**config.mk**
```make
export PLATFORM = sky130hd
export DESIGN_NAME = dg_dispatch_tracker
export DESIGN_NICKNAME = d
export VERILOG_FILES = /design/src/rtl/dg_pkg.sv /design/src/rtl/dg_cost_decode.sv /design/src/rtl/dg_member_list.sv /design/src/rtl/dg_group_state.sv /design/src/rtl/dg_dispatch_tracker.sv
export SDC_FILE = /design/constraint.sdc
export NUM_CORES = 1
export LEC_CHECK = 0
export CAP_MARGIN = 20
export CORE_AREA = 3 3 77 79
export CTS_BUF_LIST = sky130_fd_sc_hd__clkbuf_8 sky130_fd_sc_hd__clkbuf_16
export CTS_CLUSTER_DIAMETER = 50
export DETAILED_ROUTE_END_ITERATION = 10
export DIE_AREA = 0 0 80 82
export PLACE_DENSITY = 0.9
export SYNTH_ARGS = -nofsm -noshare
export SYNTH_HDL_FRONTEND = slang
export SYNTH_SLANG_ARGS = --single-unit
```
**constraint.sdc**
```tcl
create_clock -name clk -period 2.7 [get_ports clk]
set_input_delay 0.27 -clock clk [delete_from_list [all_inputs] [get_ports clk]]
set_output_delay 0.27 -clock clk [all_outputs]
set_load 0.01 [all_outputs]
```
**src/rtl/dg_pkg.sv**
```systemverilog
package dg_pkg;
  localparam int CLS_W  = 4;
  localparam int COST_W = 3;

  typedef logic [CLS_W-1:0] cls_t;

  localparam cls_t CLS_PLAIN     = 4'd0;
  localparam cls_t CLS_DIV       = 4'd1;
  localparam cls_t CLS_LSUPD     = 4'd2;
  localparam cls_t CLS_LSIDXUPD  = 4'd3;
  localparam cls_t CLS_RESV      = 4'd4;
  localparam cls_t CLS_MTCOND    = 4'd5;
  localparam cls_t CLS_CRLOGIC   = 4'd6;
  localparam cls_t CLS_MFCOND    = 4'd7;
  localparam cls_t CLS_MTSPECIAL = 4'd8;

  typedef struct packed {
    logic [COST_W-1:0] cost;
    logic              lead;
  } slot_info_t;
endpackage

```
**src/rtl/dg_cost_decode.sv**
```systemverilog
module dg_cost_decode
  import dg_pkg::*;
(
  input  cls_t       cls,
  input  logic       record_form,
  output slot_info_t info
);
  logic [COST_W-1:0] base_cost;
  logic              class_lead;

  always_comb begin
    case (cls)
      CLS_DIV, CLS_LSUPD:                   base_cost = COST_W'(2);
      CLS_LSIDXUPD, CLS_RESV, CLS_MTCOND:   base_cost = COST_W'(4);
      default:                              base_cost = COST_W'(1);
    endcase
    case (cls)
      CLS_CRLOGIC, CLS_MFCOND, CLS_MTSPECIAL: class_lead = 1'b1;
      default:                                class_lead = 1'b0;
    endcase
  end

  always_comb begin
    info.cost = (record_form && base_cost == COST_W'(1)) ? COST_W'(2) : base_cost;
    info.lead = class_lead || (info.cost > COST_W'(1));
  end
endmodule

```
**src/rtl/dg_member_list.sv**
```systemverilog
module dg_member_list #(
  parameter int MEMBERS = 6,
  parameter int TAG_W   = 4,
  parameter int NPRED   = 2
) (
  input  logic                   clk,
  input  logic                   rst,
  input  logic                   clear,
  input  logic                   push,
  input  logic                   push_real,
  input  logic [TAG_W-1:0]       push_tag,
  input  logic [NPRED*TAG_W-1:0] pred_tag,
  input  logic [NPRED-1:0]       pred_vld,
  output logic                   hit
);
  localparam int CNT_W = $clog2(MEMBERS + 1);

  logic [TAG_W-1:0] ent_tag [MEMBERS];
  logic [MEMBERS-1:0] ent_vld;
  logic [CNT_W-1:0] cnt;

  always_ff @(posedge clk) begin
    if (rst) begin
      cnt <= '0;
    end else if (clear) begin
      cnt <= push ? CNT_W'(1) : '0;
    end else if (push && cnt < CNT_W'(MEMBERS)) begin
      cnt <= cnt + CNT_W'(1);
    end
  end

  for (genvar i = 0; i < MEMBERS; i++) begin : g_ent
    always_ff @(posedge clk) begin
      if (rst) begin
        ent_vld[i] <= 1'b0;
        ent_tag[i] <= '0;
      end else if (clear) begin
        if (i == 0 && push) begin
          ent_vld[i] <= push_real;
          ent_tag[i] <= push_tag;
        end else begin
          ent_vld[i] <= 1'b0;
        end
      end else if (push && cnt == CNT_W'(i)) begin
        ent_vld[i] <= push_real;
        ent_tag[i] <= push_tag;
      end
    end
  end

  always_comb begin
    hit = 1'b0;
    for (int p = 0; p < NPRED; p++) begin
      for (int i = 0; i < MEMBERS; i++) begin
        if (pred_vld[p] && ent_vld[i] && ent_tag[i] == pred_tag[p*TAG_W +: TAG_W])
          hit = 1'b1;
      end
    end
  end

  AST_CNT_BOUND: assert property (@(posedge clk) disable iff (rst)
    cnt <= CNT_W'(MEMBERS));
  AST_CLEAR_EMPTY: assert property (@(posedge clk) disable iff (rst)
    (clear && !push) |=> (ent_vld == '0));
endmodule

```
**src/rtl/dg_group_state.sv**
```systemverilog
module dg_group_state
  import dg_pkg::*;
#(
  parameter int FULL_SLOTS = 5,
  parameter int SLOT_W     = 4
) (
  input  logic              clk,
  input  logic              rst,
  input  logic              term_nop_mode,
  input  logic              issue,
  input  logic              noop_emit,
  input  logic              is_branch,
  input  slot_info_t        info,
  output logic [SLOT_W-1:0] slots,
  output logic [1:0]        branches,
  output logic              list_clear,
  output logic              list_push,
  output logic              list_push_real
);
  localparam logic [SLOT_W-1:0] FULL_V  = SLOT_W'(FULL_SLOTS);
  localparam logic [SLOT_W-1:0] LIMIT_V = SLOT_W'(FULL_SLOTS + 1);
  localparam logic [SLOT_W:0]   MAX_V   = {1'b0, {SLOT_W{1'b1}}};

  logic [SLOT_W-1:0] slots_nx;
  logic [1:0]        br_nx;
  logic [SLOT_W-1:0] base;
  logic [SLOT_W:0]   sum;
  logic              restart;

  always_comb begin
    slots_nx       = slots;
    br_nx          = branches;
    list_clear     = 1'b0;
    list_push      = 1'b0;
    list_push_real = 1'b0;
    restart        = info.lead && (slots != '0);
    base           = restart ? '0 : slots;
    sum            = '0;
    if (issue) begin
      if (slots == FULL_V || (is_branch && branches == 2'd1)) begin
        slots_nx   = '0;
        br_nx      = '0;
        list_clear = 1'b1;
      end else begin
        sum            = {1'b0, base} + (SLOT_W+1)'(info.cost);
        slots_nx       = (sum > MAX_V) ? MAX_V[SLOT_W-1:0] : sum[SLOT_W-1:0];
        br_nx          = (restart ? 2'd0 : branches) + {1'b0, is_branch};
        list_clear     = restart;
        list_push      = 1'b1;
        list_push_real = 1'b1;
      end
    end else if (noop_emit) begin
      if (term_nop_mode || slots == LIMIT_V) begin
        slots_nx   = '0;
        br_nx      = '0;
        list_clear = 1'b1;
      end else begin
        sum       = {1'b0, slots} + (SLOT_W+1)'(1);
        slots_nx  = (sum > MAX_V) ? MAX_V[SLOT_W-1:0] : sum[SLOT_W-1:0];
        list_push = 1'b1;
      end
    end
  end

  always_ff @(posedge clk) begin
    if (rst) begin
      slots    <= '0;
      branches <= '0;
    end else begin
      slots    <= slots_nx;
      branches <= br_nx;
    end
  end

  AST_BRANCH_LIMIT: assert property (@(posedge clk) disable iff (rst)
    branches <= 2'd1);
  AST_FULL_CLEARS: assert property (@(posedge clk) disable iff (rst)
    (issue && slots == FULL_V) |=> (slots == '0));
  AST_LEAD_RESTART: assert property (@(posedge clk) disable iff (rst)
    (issue && slots != FULL_V && !(is_branch && branches == 2'd1) && info.lead)
      |=> (slots == SLOT_W'($past(info.cost))));
  AST_NOOP_TERM: assert property (@(posedge clk) disable iff (rst)
    (noop_emit && !issue && term_nop_mode) |=> (slots == '0));
endmodule

```
**src/rtl/dg_dispatch_tracker.sv**
```systemverilog
module dg_dispatch_tracker
  import dg_pkg::*;
#(
  parameter int FULL_SLOTS = 5,
  parameter int SLOT_W     = 4,
  parameter int TAG_W      = 4,
  parameter int NPRED      = 2,
  parameter int PAD_W      = 3
) (
  input  logic                   clk,
  input  logic                   rst,
  input  logic                   term_nop_mode,
  input  logic                   cand_valid,
  input  logic [3:0]             cand_class,
  input  logic                   cand_branch,
  input  logic                   cand_record,
  input  logic                   cand_first_try,
  input  logic [TAG_W-1:0]       cand_tag,
  input  logic [NPRED*TAG_W-1:0] cand_pred_tag,
  input  logic [NPRED-1:0]       cand_pred_vld,
  input  logic                   issue,
  input  logic                   noop_emit,
  output logic                   prefer_another,
  output logic                   noop_hazard,
  output logic [PAD_W-1:0]       pad_count,
  output logic [SLOT_W-1:0]      slots_used,
  output logic [1:0]             branches_used
);
  localparam int MEMBERS = FULL_SLOTS + 1;
  localparam logic [SLOT_W-1:0] FULL_V  = SLOT_W'(FULL_SLOTS);
  localparam logic [SLOT_W-1:0] LIMIT_V = SLOT_W'(FULL_SLOTS + 1);

  slot_info_t info;
  logic       dep_hit;
  logic       lst_clear, lst_push, lst_real;
  logic       pref_nx, haz_nx;
  logic [PAD_W-1:0] pad_nx;
  logic [SLOT_W-1:0] slots_q;

  dg_cost_decode u_decode (
    .cls         (cls_t'(cand_class)),
    .record_form (cand_record),
    .info        (info)
  );

  dg_group_state #(.FULL_SLOTS(FULL_SLOTS), .SLOT_W(SLOT_W)) u_state (
    .clk            (clk),
    .rst            (rst),
    .term_nop_mode  (term_nop_mode),
    .issue          (issue),
    .noop_emit      (noop_emit),
    .is_branch      (cand_branch),
    .info           (info),
    .slots          (slots_q),
    .branches       (branches_used),
    .list_clear     (lst_clear),
    .list_push      (lst_push),
    .list_push_real (lst_real)
  );

  dg_member_list #(.MEMBERS(MEMBERS), .TAG_W(TAG_W), .NPRED(NPRED)) u_members (
    .clk       (clk),
    .rst       (rst),
    .clear     (lst_clear),
    .push      (lst_push),
    .push_real (lst_real),
    .push_tag  (cand_tag),
    .pred_tag  (cand_pred_tag),
    .pred_vld  (cand_pred_vld),
    .hit       (dep_hit)
  );

  assign slots_used = slots_q;

  always_comb begin
    pref_nx = cand_valid && info.lead && (slots_q != '0);
    haz_nx  = cand_valid && cand_first_try && dep_hit;
    pad_nx  = '0;
    if (cand_valid && dep_hit && slots_q < LIMIT_V)
      pad_nx = term_nop_mode ? PAD_W'(1) : PAD_W'(FULL_V - slots_q);
  end

  always_ff @(posedge clk) begin
    if (rst) begin
      prefer_another <= 1'b0;
      noop_hazard    <= 1'b0;
      pad_count      <= '0;
    end else begin
      prefer_another <= pref_nx;
      noop_hazard    <= haz_nx;
      pad_count      <= pad_nx;
    end
  end

  AST_PAD_RANGE: assert property (@(posedge clk) disable iff (rst)
    pad_count <= PAD_W'(FULL_SLOTS));
  AST_HAZ_FIRST_TRY: assert property (@(posedge clk) disable iff (rst)
    noop_hazard |-> $past(cand_first_try && cand_valid));
  AST_PREF_NONEMPTY: assert property (@(posedge clk) disable iff (rst)
    prefer_another |-> ($past(slots_q) != '0));
  AST_TERM_PAD_ONE: assert property (@(posedge clk) disable iff (rst)
    (term_nop_mode && pad_count != '0) |-> (pad_count == PAD_W'(1)));
endmodule

```
==> metrics.md, run 1 <==
| Metric | Value |
|---|---|
| Worst Path Required | 2920 ps |
| Final worst clock skew | 4.20 ps |
| Fmax | 428 MHz |
| Min Tclk post-route | 2340 ps |
| HP Start | u_state.branches[0] |
| Mapped Area | 0.00293 mm² |
| Root Driver | clkbuf_8 |
| Iter 0 DRT Violations | 145 |
| Core area | 0.00541 mm² |
| Setup Crit Path Kind | in -> reg |
| Critical Path Sink Type | flip-flop |
| Final Wtd Congestion | 0.808 |
| Routed wl met3 | 283 µm |
| Chip Width | 80 µm |
| Die footprint | 0.00656 mm² |
| Share of the synthesized area in the top cell type | 0.246 |
| CTS tree | built |
| CTS hold repair buffers | 0 |
| Main synth FF type | edfxtp_1 |
| Wire length per cell | 14.9 µm |
| Clock sinks | 44 |
| Final Cycle Share | 0.866 |
| R2R Path End | u_members.ent_tag[0][5] |
| Worst vdd ir | 0.281 mV |
| Synth area leader | edfxtp_1 |
| Count leader, synth | xor2_1 |
| Post-synth cell types | 47 |
| DRT Pass-1 Iters | 4 |
| Clock Latency Late Sink | 300 ps |
| Postcts setup bufs | 0 |
| Number of flops mapped to enable cells by yosys | 24 |
| Synthesized Nets | 358 |
| Pin count of the biggest net entering global routing | 15 |
| Initial antenna violation count | 0 |
| Ys async rst share | 0 |
| Hold depth | 2 |
| FF-to-FF path depth | 9 |
| Worst Path Max Fanout | 3 |
| Register area share after synthesis | 0.383 |
| Post-Synthesis Cells | 317 |
| Run status | complete, no violations |
| # Max-Cap Violations | 0 |
| Top post-synthesis cells by count | xor2_1, and2_1, nor2_1 |
| Final-stage net count | 394 |
| Initial Util | 0.542 |
| Met2 wire length | 3.18 mm |
| DRT antenna net count | 0 |
| P_leak | 0.00133 µW |
| Flops & latches, synth | 44 |
| WHS Endpoint | u_state.branches[0] |
| Die Span Y | 82 µm |
| CTS clock-pin slew for the worst setup and hold paths | 80 ps |
| Synth-to-Final Area Change | 19.1% |
| Post-DP HPWL | 4.92 mm |
| Hold WC Path Type | reg -> reg |
| Vias/cell | 5.53 |
| Fin. max-slew vios | 0 |
| Critical Path Start Type | primary input |
| Syn Area/Cell | 9.24 µm² |
| RSZ-0062 raised after global routing | false |
| ANT cells | 0 |
| H-tree levels | 2 |
| Pwr dens | 462 mW/mm² |
| Reg2reg setup slack | 370 ps |
| # setup viols final | 0 |
| Number of I/O port buffers | 37 |
| First-pass GRT wire length | 10.4 mm |
| Row Count | 27 |
| Metal-1 WL | 2.68 mm |
| Vias in the first global route | 2206 |
| Yosys warnings | 0 |
| Total grt overflow | 0 |
| Drt total wl | 6.35 mm |
| Number of hold violations in the final report | 0 |
| Reg2reg start | u_state.slots[1] |
| WP data arrival | 2560 ps |
| Headroom to the max-slew limit | 0.693 |
| Post-cts sizing count | 0 |
| Total track usage | 0.203 |
| CTS Buf Count | 5 |
| Fin Hold WS | 490 ps |
| Final core utilization | 0.645 |
| Ports | 38 |
| DR DRC count | 0 |
| Area contributors post-synth | edfxtp_1, dfxtp_1, xor2_1, and2_1, ha_1 |
| Clock Tree Buf Depth | 2 |
| Fraction of layout cells with a size suffix above 1 | 0.0734 |
| Slew @ Worst Pin | 459 ps |
| Via Count | 2354 |
| Top layer in use | met4 |
==> cells in the final DEF, fill, tap and decap left out, drive strengths merged, types with 12 or more instances in the layout <==
cell / instances
xor2: 36
clkdlybuf4s50: 35
nor2: 29
and2: 26
edfxtp: 24
dfxtp: 20
nor3: 19
nand2: 18
a21oi: 17
xnor2: 13
ha: 13
nand3: 12
==> sequential cells by signal, indices dropped and copies added (netlist names) <==
register and cells:
noop_hazard 1, u_members.ent_tag 24, prefer_another 1, u_members.ent_vld 6, pad_count 3, u_state.slots 4
u_members.cnt 3, u_state.branches 2
==> through the flow <==
stage	setup WS (ps)	power [µW]	instances	TNS, ps	cell area [µm²]
after global routing	66.0	1690	426	0	3490
final	363	1610	426	0	3490
after detailed placement	-28.6	1130	418	-34.2	3370
after floorplan	564	1010	317	0	2930
after global placement	103	1120	418	0	3370
after CTS	278	1620	426	0	3480
==> cell families after synthesis <==
kind of cell               count (synthesis)  share of synthesized area
and+or+nand+nor                          131                      0.242
AOI/OAI and AO/OA                         50                      0.118
xor gates and xnor gates                  49                      0.147
DFF                                       44                      0.383
buffers and inverters                     28                     0.0449
adders and majority gates                 14                     0.0624
muxes                                      1                    0.00342
==> cell type report <==
cell class / instances / area (µm²)
inverters: 10 / 37.5
fillers: 432 / 1920
clock buffers: 5 / 68.8
multi-input cells: 245 / 1680
flip-flops and latches: 44 / 1120
clock inverters: 3 / 42.5
well taps: 72 / 90.1
repair buffers: 47 / 450
==> metal layers <==
layer / vias to the layer above / track usage
li1: 1180 / -
met1: 1088 / 0.245
met2: 69 / 0.358
met3: 17 / 0.0230
met4: 0 / 0.101
met5: - / 0
==> how the worst max path moves through the flow <==
stage                startpoint                      end  slack, ps  cells past startpoint
6_report          cand_class[2]         u_state.slots[0]        360                     14
5_1_grt           cand_class[2]         u_state.slots[1]         70                     14
4_1_cts           cand_class[0]         u_state.slots[0]        280                     14
3_5_place_dp      cand_class[0]         u_state.slots[0]        -30                     14
3_3_place_gp      cand_class[0]         u_state.slots[0]        100                     14
2_1_floorplan  u_state.slots[1]  u_members.ent_tag[2][4]        560                      9
==> worst max-delay path, cell delays in order <==
cell             delay (ps)
clkdlybuf4s50_1         520
nor3_4                   50
xnor2_1                 130
nor2_1                  120
a21oi_1                  50
nor2_1                  120
ha_2                    210
inv_1                    50
fa_1                    390
nor2b_1                 150
o21ai_1                 100
nand2b_1                100
a211oi_1                 70
a211oi_1                210
==> power breakdown <==
part / leakage, µW / internal (µW) / switching [µW]
sequential: 0.000413 / 740 / 35.4
clock: 0.0000558 / 274 / 218
combinational: 0.000865 / 162 / 184
Power figures use the tool's default switching activity.
==> run 2, diff against run 1 <==
Settings changed: ABC_AREA set to 1, CORE_AREA 3 3 77 79 to 3 3 79 81, DIE_AREA 0 0 80 82 to 0 0 82 84, PLACE_DENSITY 0.9 to 0.78.
==> metrics.md, run 2 <==
| Metric | Value |
|---|---|
| Run status | complete, no violations |
| Reg2reg setup slack | 390 ps (+20 ps) |
| Commonest non-fill, non-tap cell in the layout | nand2_1 |
| # setup viols final | 0 (unchanged) |
| Drt total wl | 7.48 mm (+18%) |
| Register area share after synthesis | 0.365 (-0.0181) |
| Number of flops mapped to enable cells by yosys | 24 (unchanged) |
| Multi-input combinational cell area | 0.00168 mm² (about the same) |
| Share of the synthesized area in the top cell type | 0.235 (-0.0116) |
| Slew @ Worst Pin | 515 ps (+55.9 ps) |
| Net switching power | 489 µW (+12%) |
| Final Wtd Congestion | 0.900 (+11%) |
| Pin count of the biggest net entering global routing | 14 (-1) |
| RSZ-0062 raised after global routing | false |
| Logic pwr share | 0.240 (+0.026) |
| DRT Pass-1 Iters | 5 (+1) |
| FF-to-FF path depth | 14 (+5) |
| Clock Tree Buf Depth | 2 (unchanged) |
| Clock Latency Late Sink | 300 ps (about the same) |
| Setup Crit Path Kind | in -> reg |
| Fmax | 416 MHz (-2.8%) |
| Hold WC Path Type | reg -> reg |
| Placed insts | 587 (+40%) |
| Post-Synthesis Cells | 474 (+50%) |
| Die footprint | 0.00689 mm² (+5.0%) |
| Iter 0 DRT Violations | 131 (-9.7%) |
| Reg power frac | 0.468 (-0.013) |
| Row Count | 27 (unchanged) |
| Number of I/O port buffers | 37 (unchanged) |
| Layout Cells excl Fill | 595 (+40%) |
| Clock sinks | 44 (unchanged) |
| Final worst clock skew | 13.1 ps (+8.94 ps) |
| Min Tclk post-route | 2400 ps (+66.4 ps) |
| WHS Endpoint | u_state.branches[0] |
| Final-stage net count | 563 (+43%) |
| Wire length per cell | 12.6 µm (-16%) |
| DRT antenna net count | 0 (unchanged) |
| HP Start | u_state.branches[0] |
| Vias in the first global route | 2863 (+30%) |
| Yosys warnings | 0 (unchanged) |
| Clock power frac | 0.292 (-0.013) |
| Number of hold violations in the final report | 0 (unchanged) |
| Finished Cell Area | 0.00370 mm² (+6.1%) |
| P_leak | 0.00176 µW (+32%) |
| Postcts setup bufs | 0 (unchanged) |
| Headroom to the max-slew limit | 0.655 (-0.0374) |
| Count leader, synth | nand2_1 |
| Slowest cell on crit path | clkdlybuf4s50_1 |
| DR DRC count | 0 (unchanged) |
| Final Cycle Share | 0.890 (+0.0246) |
| WP data arrival | 2630 ps (+70 ps) |
| Ys async rst share | 0 (unchanged) |
| First-pass GRT wire length | 12.2 mm (+17%) |
| # Max-Cap Violations | 0 (unchanged) |
| Worst vdd ir | 0.255 mV (-9.2%) |
| Post-DP Area | 0.00359 mm² (+6.5%) |
| Slowest stage delay, CP | 440 ps (-80 ps) |
| H-tree levels | 2 (unchanged) |
| Syn Area/Cell | 6.48 µm² (-30%) |
| Top post-synthesis cells by count | nand2_1, nor2_1, inv_1 |
| Fraction of layout cells with a size suffix above 1 | 0.0516 (-0.0218) |
| Initial antenna violation count | 0 (unchanged) |
| Final core utilization | 0.668 (+0.0229) |
| Synthesized Nets | 515 (+44%) |
| Initial Util | 0.555 (+0.0130) |
| Critical Path Start Type | primary input |
| Reg2reg start | u_state.slots[1] |
| Via Count | 3090 (+31%) |
| Main synth FF type | edfxtp_1 |
| Die Span Y | 84 µm (+2.4%) |
| CTS tree | built |
| Pre-CTS setup slack | -91.3 ps (-62.7 ps) |
| Chip Width | 82 µm (+2.5%) |
| Area contributors post-synth | edfxtp_1, nand2_1, dfxtp_1, nor2_1, inv_1 |
| CTS clock-pin slew for the worst setup and hold paths | 90 ps (about the same) |
| Fin. max-slew vios | 0 (unchanged) |
| FF+latch area | 0.00112 mm² (unchanged) |
| Hold depth | 2 (unchanged) |
| Ports | 38 (unchanged) |
| ANT cells | 0 (unchanged) |
| CTS Buf Count | 5 (unchanged) |
| Post-DP HPWL | 6.04 mm (+23%) |
| Critical Path Sink Type | flip-flop |
| Largest register FFs | 24 (unchanged) |
| Internal cell power | 1180 µW (+0.14%) |
| Switch share | 0.293 (+0.0220) |
| Flops & latches, synth | 44 (unchanged) |
| Slack of the critical path | 296 ps (-66.4 ps) |
| Synth-to-Final Area Change | 20.5% |
| Total track usage | 0.224 (+0.0208) |
| Pwr dens | 450 mW/mm² (-2.7%) |
| Vias/cell | 5.19 (-6.0%) |
| Top reg by flops | u_members.ent_tag |
| Total grt overflow | 0 (unchanged) |
| Most frequent cells in the layout | nand2_1, nor2_1, inv_1, nand3_1, clkdlybuf4s50_1 |
| Core area | 0.00554 mm² (+2.5%) |
| Worst Path Max Fanout | 3 (unchanged) |
| Top Registers | u_members.ent_tag: 24 flops, u_members.ent_vld: 6 flops, u_state.slots: 4 flops |
| Post-synth cell types | 25 (-47%) |
| CP dominant cell by count | nand2_1 |
| Power, Total | 1670 µW (+3.3%) |
| Fillers | 499 (+16%) |
| Worst Path Required | 2930 ps (about the same) |
| Mapped Area | 0.00307 mm² (+5.0%) |
| R2R Path End | u_state.slots[0] |
| Root Driver | clkbuf_8 |
| CP cell instances | clkdlybuf4s50_1 > inv_1 > nand2_1 > nand3_1 > nand2_1 > nor2_2 > nand2_1 > nand2_4 > inv_1 > nor2_1 > ha_1 > inv_1 > fa_1 > o21ai_2 > nand3_1 > nand2_1 > nand2_1 > a21oi_1 |
| Synth area leader | edfxtp_1 |
run 2: per-stage QoR:
step,hold slack [ps],TNS [ps]
6_report,488,0
5_1_grt,522,0
4_1_cts,494,0
3_5_place_dp,482,-249
3_3_place_gp,465,0
2_1_floorplan,339,0
run 2: area by class of cell:
type | instances | share of cell area
clock buffers | 5 | 0.0186
clock inverters | 3 | 0.0105
inverters | 67 | 0.0679
multi-input cells | 356 | 0.454
flip-flops and latches | 44 | 0.303
well taps | 72 | 0.0243
repair buffers | 48 | 0.122
run 2: metal layers:
metal | GRT usage | vias to the layer above | wire length, µm
met5 | 0 | - | 0
met2 | 0.417 | 95 | 3850
met1 | 0.239 | 1380 | 3070
met4 | 0.104 | 0 | 249
met3 | 0.0302 | 20 | 301
li1 | - | 1595 | -
run 2: worst max path at each step:
stage                          start          endpoint  slack (ps)  depth (start not counted)
detailed placement     cand_class[1]  u_state.slots[0]         -90                         18
global placement       cand_class[1]  u_state.slots[0]          20                         18
CTS                    cand_class[1]  u_state.slots[0]         220                         18
global route           cand_class[2]  u_state.slots[2]          20                         17
finish                 cand_class[1]  u_state.slots[0]         300                         18
floorplan           u_state.slots[0]  u_state.slots[1]         470                         14
run 2: cells by family after synthesis:
family,count (synthesis),share of synthesized area
AO/OA/AOI/OAI,59,0.102
buffers and inverters,74,0.0908
AND/OR/NAND/NOR,278,0.369
flip-flops,44,0.365
XOR/XNOR,5,0.0143
adder cells (fa/ha/maj),14,0.0594
run 2: critical path, delay by kind of cell:
family,cells,cell delay [ps]
AOI/OAI and AO/OA,2,280
buffers and inverters,4,660
and+or+nand+nor,10,860
adders and majority gates,2,560
run 2: repair_timing:
item / 4_1_cts / 5_1_grt
setup endpoints to repair: 0 / 4
gates resized for setup: 0 / 3
hold buffers: 0 / 0
run 2: power groups by stage:
stage                     sequential, µW  combinational [µW]  clock, µW
after global placement               792                 387          0
after CTS                            778                 398        486
after detailed placement             793                 395          0
final                                779                 400        486
after global routing                 785                 450        514
after floorplan                      790                 240          0
